===== config.mk =====
export PLATFORM = sky130hd
export DESIGN_NAME = lfk_core
export DESIGN_NICKNAME = d
export VERILOG_FILES = /design/src/rtl/lfk_pkg.sv /design/src/rtl/lfk_round.sv /design/src/rtl/lfk_ctrl.sv /design/src/rtl/lfk_state.sv /design/src/rtl/lfk_core.sv
export SDC_FILE = /design/constraint.sdc
export NUM_CORES = 1
export LEC_CHECK = 0
export BUFFER_PORTS_ARGS = -buffer_cell sky130_fd_sc_hd__buf_2
export CORE_AREA = 2 2 151 153
export CTS_BUF_LIST = sky130_fd_sc_hd__clkbuf_4 sky130_fd_sc_hd__clkbuf_8
export DETAILED_ROUTE_END_ITERATION = 10
export DIE_AREA = 0 0 153 155
export MAX_ROUTING_LAYER = met4
export PLACE_DENSITY = 0.77
export SETUP_SLACK_MARGIN = 0.3
export SLEW_MARGIN = 5
export SYNTH_ARGS = -nofsm -noshare
export SYNTH_HDL_FRONTEND = slang
export SYNTH_SLANG_ARGS = --single-unit
export TNS_END_PERCENT = 10

===== constraint.sdc =====
create_clock -name clk -period 4.1 [get_ports clk]
set_input_delay 0.41 -clock clk [delete_from_list [all_inputs] [get_ports clk]]
set_output_delay 0.41 -clock clk [all_outputs]
set_load 0.01 [all_outputs]

===== src/rtl/lfk_pkg.sv =====
package lfk_pkg;
    localparam int STATE_W  = 288;
    localparam int KEY_W    = 80;
    localparam int IV_W     = 80;
    localparam int IV_POS   = 93;     // zero-based start of IV field (position 94)
    localparam int WARMUP   = 4 * STATE_W;
    localparam int CNT_W    = $clog2(WARMUP);

    // register segment lengths (positions 1..93, 94..177, 178..288)
    localparam int SEG_A = 93;
    localparam int SEG_B = 84;
    localparam int SEG_C = STATE_W - SEG_A - SEG_B;

    typedef logic [STATE_W-1:0] state_t;

    typedef enum logic [1:0] {
        PH_IDLE = 2'd0,
        PH_WARM = 2'd1,
        PH_RUN  = 2'd2
    } phase_e;

    typedef struct packed {
        state_t nxt;
        logic   z;
    } step_t;

    // one-based position to zero-based bit index
    function automatic int pos(input int p);
        return p - 1;
    endfunction

    function automatic state_t seed(input logic [KEY_W-1:0] k,
                                    input logic [IV_W-1:0]  v);
        state_t s;
        s = '0;
        s[KEY_W-1:0]              = k;
        s[IV_POS +: IV_W]         = v;
        s[STATE_W-1 -: 3]         = 3'b111;
        return s;
    endfunction
endpackage


===== src/rtl/lfk_round.sv =====
module lfk_round
    import lfk_pkg::*;
(
    input  state_t s,
    input  logic   lin,
    output step_t  o
);
    logic t1, t2, t3;
    logic a1, a2, a3;

    always_comb begin
        a1 = s[pos(91)]  & s[pos(92)]  & ~lin;
        a2 = s[pos(175)] & s[pos(176)] & ~lin;
        a3 = s[pos(286)] & s[pos(287)] & ~lin;

        t1 = s[pos(66)]  ^ s[pos(93)];
        t2 = s[pos(162)] ^ s[pos(177)];
        t3 = s[pos(243)] ^ s[pos(288)];
        o.z = t1 ^ t2 ^ t3;

        t1 = t1 ^ a1 ^ s[pos(171)];
        t2 = t2 ^ a2 ^ s[pos(264)];
        t3 = t3 ^ a3 ^ s[pos(69)];

        o.nxt = {s[STATE_W-2 -: SEG_C-1], t2,
                 s[SEG_A+SEG_B-2 -: SEG_B-1], t1,
                 s[SEG_A-2:0], t3};
    end
endmodule


===== src/rtl/lfk_ctrl.sv =====
module lfk_ctrl
    import lfk_pkg::*;
(
    input  logic clk,
    input  logic rst,
    input  logic load,
    input  logic en,
    output logic adv,
    output logic ready
);
    phase_e           ph;
    logic [CNT_W-1:0] cnt;

    always_ff @(posedge clk) begin
        if (rst) begin
            ph  <= PH_IDLE;
            cnt <= '0;
        end else if (load) begin
            ph  <= PH_WARM;
            cnt <= '0;
        end else if (ph == PH_WARM) begin
            if (cnt == CNT_W'(WARMUP - 1)) ph <= PH_RUN;
            cnt <= cnt + 1'b1;
        end
    end

    assign ready = (ph == PH_RUN);
    assign adv   = !load && ((ph == PH_WARM) || (ready && en));

    // a load always restarts the warm-up from its first clock
    a_r9_load_restarts: assert property (@(posedge clk) disable iff (rst)
        load |=> (ph == PH_WARM) && (cnt == '0));

    // the last warm-up clock hands over to generation
    a_r3_warm_to_run: assert property (@(posedge clk) disable iff (rst)
        (ph == PH_WARM && !load && cnt == CNT_W'(WARMUP - 1)) |=> ready);

    // no early exit from warm-up
    a_r3_no_early_run: assert property (@(posedge clk) disable iff (rst)
        (ph == PH_WARM && !load && cnt != CNT_W'(WARMUP - 1)) |=> !ready);
endmodule


===== src/rtl/lfk_state.sv =====
module lfk_state
    import lfk_pkg::*;
(
    input  logic              clk,
    input  logic              rst,
    input  logic              load,
    input  logic              adv,
    input  logic [KEY_W-1:0]  key,
    input  logic [IV_W-1:0]   iv,
    input  state_t            nxt,
    output state_t            q
);
    always_ff @(posedge clk) begin
        if (rst)       q <= '0;
        else if (load) q <= seed(key, iv);
        else if (adv)  q <= nxt;
    end

    // a paused core keeps its state
    a_r4_hold_paused: assert property (@(posedge clk) disable iff (rst)
        (!load && !adv) |=> $stable(q));

    // constant ones land at the top of the last segment
    a_r2_seed_consts: assert property (@(posedge clk) disable iff (rst)
        load |=> (q[STATE_W-1 -: 3] == 3'b111) && (q[IV_POS-1:KEY_W] == '0));
endmodule


===== src/rtl/lfk_core.sv =====
module lfk_core
    import lfk_pkg::*;
(
    input  logic             clk,
    input  logic             rst,
    input  logic [79:0]      key,
    input  logic [79:0]      iv,
    input  logic             load,
    input  logic             en,
    input  logic             lin_mode,
    input  logic             din,
    output logic             dout,
    output logic             ks_valid
);
    state_t st;
    step_t  stp;
    logic   adv, ready;

    lfk_ctrl i_ctrl (
        .clk(clk), .rst(rst), .load(load), .en(en),
        .adv(adv), .ready(ready)
    );

    lfk_state i_state (
        .clk(clk), .rst(rst), .load(load), .adv(adv),
        .key(key), .iv(iv), .nxt(stp.nxt), .q(st)
    );

    lfk_round i_round (
        .s(st), .lin(lin_mode), .o(stp)
    );

    assign ks_valid = ready && en && !load;
    assign dout     = ks_valid ? (din ^ stp.z) : 1'b0;

    // reset silences the output
    a_r1_quiet_after_reset: assert property (@(posedge clk)
        rst |=> !ks_valid && !dout);

    // nothing leaves the core while it is not valid
    a_r5_no_stray_data: assert property (@(posedge clk) disable iff (rst)
        !ready |-> !dout);
endmodule


==> impl_results.md <==
- GRT Residual Overflow: 0
- Period minus WS final: 2.45 ns
- Most frequent cells in the layout: nand2_1 (577), dfxtp_1 (301), nor2_1 (170)
- Crit start category: register
- Gate power share: 0.085
- Wire per inst: 13.7 um
- Final worst path period share: 0.596
- Die height: 155 um
- Mux cell area share after synthesis: 0
- R2r endpoint: i_state.q[16]
- Clock Path Buffers: 3
- Seq/Total Area, Yosys: 0.506
- CP Depth: 5
- Most common cell after layout, fill and taps aside: nand2_1
- Utilization after layout: 0.618
- Post-DP HPWL: 16200 um
- Most area-hungry cell type in the Yosys netlist: dfxtp_1
- Synthesis-stage register bit count: 301
- PwrDens: 457 mW/mm2
- CP Buf/Inv Count: 1
- End point of the critical path: dout
- Status: finished, final reports clean
- # nets final: 1792
- Crit Path Max Fanout: 3
- RSZ-0062 raised after global routing: false
- VDD IR-drop max: 0.191 mV
- Critical Path Max Stage Delay: 0.42 ns
- Endpoint type of the worst setup path: output port
- Critical Path RT: 3.69 ns
- Synth area leaders: dfxtp_1 (51%), nand2_1 (18%), a311oi_1 (12%)
- Site row count: 55
- Post-synth top area share: 0.506
- Slowest stage cell, crit path: dfxtp_1
- Area delta synth->final: 15.3%
- Number of synthesized flops with an enable pin: 0
- Synth Area in Compound Gates: 0.174
- GPL Wtd Cong: 0.807
- Met1 usage: 0.305
- H-Tree Depth: 2
- R2R setup slack: 1.73 ns
- CTS clock-pin slew for the worst setup and hold paths: 0.07 ns
- Post-Syn Area: 0.0119 mm2
- Post-synthesis xor/xnor area fraction: 0.0163
- Sw Pwr: 1550 uW
- R2R Path Start: i_ctrl.ph[0]
- Setup TNS: 0 ns
- Worst skew pair latency: 0.56 ns
- GR Util met2: 0.340
- Post-cts sizing count: 0
- Layout cells sized above 1: 0.166
- Pin count of the biggest net entering global routing: 125
- Avg Cell Area, Syn: 7.82 um2
- Main combinational cell family by area after synthesis: simple AND/OR/NAND/NOR gates
- Yosys cell types: 34
- Drt total wl: 26700 um
- CTS Buf Count: 48
- Max-slew violations: 0
- R2r worst-path depth: 5
- PortBufs: 167
- CP arrival: 2.04 ns
- Flop pwr share: 0.496
- GRT Max-Usage Layer: met2
- Post-CTS Setup Inserts: 0
- Sw Share: 0.247
- CP delay by family, top: XOR/XNOR gates
- Initial Utilization: 0.536
- Max Cap Viol: 0
- FMAX: 409 MHz
- Ys Warns: 0
- Vias/cell: 5.40
- Worst path cell trace: xor2_1, xnor2_1, xnor2_1, nor3_1, buf_2
- Crit path launch: i_state.q[65]
- Post-route ant nets: 0
- Initial DRC count: 846
- Post-synthesis adder-cell area fraction: 0.00105
- # DRC: 0
- Met3 Use GR: 0.0421
- Mapped Cells: 1523
- Initial antenna violation count: 3
- Via count: 10500
- CTS root buf: clkbuf_8
- Worst-margin pin slew: 0.959 ns
- Initial DRT Pass Iterations: 5
- Post-cts hold buffer count: 0
- Slew Limit Headroom: 0.361
- Worst Clk Skew: 0.0157 ns
- Leakage dissipation: 0.00497 uW
- GR Util All Layers: 0.225
- Main synth FF type: dfxtp_1
- Global-route wire length before repair: 44700 um
- Vias in the first global route: 9589
- Most common cell on crit path: xnor2_1
- HP Class: in2reg
- Die Area: 0.0237 mm2
- Area fraction in and, or, nand and nor cells after synthesis: 0.250
- CTS tree: built
- Critical path class: reg2out
- CTS sink cnt: 301
- FFs w/ async S/R, synth: 0
- Syn nets: 1690
- Final number of hold-violating endpoints: 0
- P_int: 4720 uW
- Clock power share: 0.418
- Multi-input gate area: 0.00527 mm2
- Die outline width: 153 um
- Core area: 0.0222 mm2
- IO Count: 168
- Fillers: 1977
- Register area: 0.00603 mm2
- # setup viols final: 0
power by group through the flow:
stage	Clock, uW	Combinational [uW]	Sequential (uW)
CTS	2680	536	3110
detailed placement	0	534	3170
global route	2820	599	3130
floorplan	0	383	3160
finish	2620	534	3110
global placement	0	524	3170
sequential cells by signal (all words and copies together) (netlist names):
name        flops
i_state.q     288
i_ctrl.cnt     11
i_ctrl.ph       2
kinds of logic after synthesis:
group / after synthesis
flip-flops: 301
XOR/XNOR: 19
buffers and inverters: 135
AND/OR/NAND/NOR: 774
AO/OA/AOI/OAI: 293
adder cells (fa/ha/maj): 1
routing by layer:
metal | wire, um | part of all wire | vias to the layer above
li1 | - | - | 5345
met1 | 12700 | 0.48 | 4855
met2 | 11900 | 0.45 | 267
met3 | 1370 | 0.052 | 60
met4 | 709 | 0.027 | 0
met5 | 0 | 0 | -
layout make-up:
class	instances	area share
inverter	2	0.00109
clock inverter	11	0.00438
clock buffer	76	0.0694
multi-input combinational	1087	0.384
sequential	301	0.439
antenna	3	0.000547
tap	285	0.0260
timing repair buffer	185	0.0755
synth_stat cells, types with 2 or more instances:
cell type,instances
a21oi_1,128
a311oi_1,158
a31oi_1,5
and2_1,2
buf_1,17
buf_2,39
buf_4,9
buf_6,5
clkbuf_1,63
dfxtp_1,301
nand2_1,577
nand3_1,5
nand3b_1,3
nand4_1,6
nor2_1,170
xnor2_1,7
xnor3_1,2
xor2_1,10
metrics by stage:
step | instances | instance area (um2) | setup slack, ns | hold WS, ns | power [uW]
final | 1950 | 13700 | 1.65 | 0.115 | 6270
after global routing | 1950 | 13700 | 1.48 | 0.103 | 6550
after CTS | 1947 | 13700 | 1.70 | 0.0879 | 6330
after detailed placement | 1860 | 12700 | 1.59 | 0.444 | 3710
after floorplan | 1523 | 11900 | 2.53 | 0.432 | 3540
after global placement | 1860 | 12700 | 1.70 | 0.438 | 3700
worst register-to-register path, delay by kind of cell, from the launching register on:
family,cells,cell delay (ns)
AO/OA/AOI/OAI,1,0.29
buffers and inverters,1,0.39
AND/OR/NAND/NOR,3,1.20
flip-flops,1,0.39
worst min-delay path by stage:
| stage | depth (start not counted) | endpoint | slack [ns] | start |
|---|---|---|---|---|
| 6_report | 3 | i_state.q[152] | 0.11 | iv[59] |
| 5_1_grt | 3 | i_state.q[146] | 0.10 | iv[53] |
| 4_1_cts | 3 | i_state.q[152] | 0.09 | iv[59] |
| 3_5_place_dp | 2 | i_state.q[206] | 0.44 | i_state.q[206] |
| 3_3_place_gp | 2 | i_state.q[236] | 0.44 | i_state.q[236] |
| 2_1_floorplan | 2 | i_state.q[173] | 0.43 | i_state.q[173] |
Power figures use the tool's default switching activity.
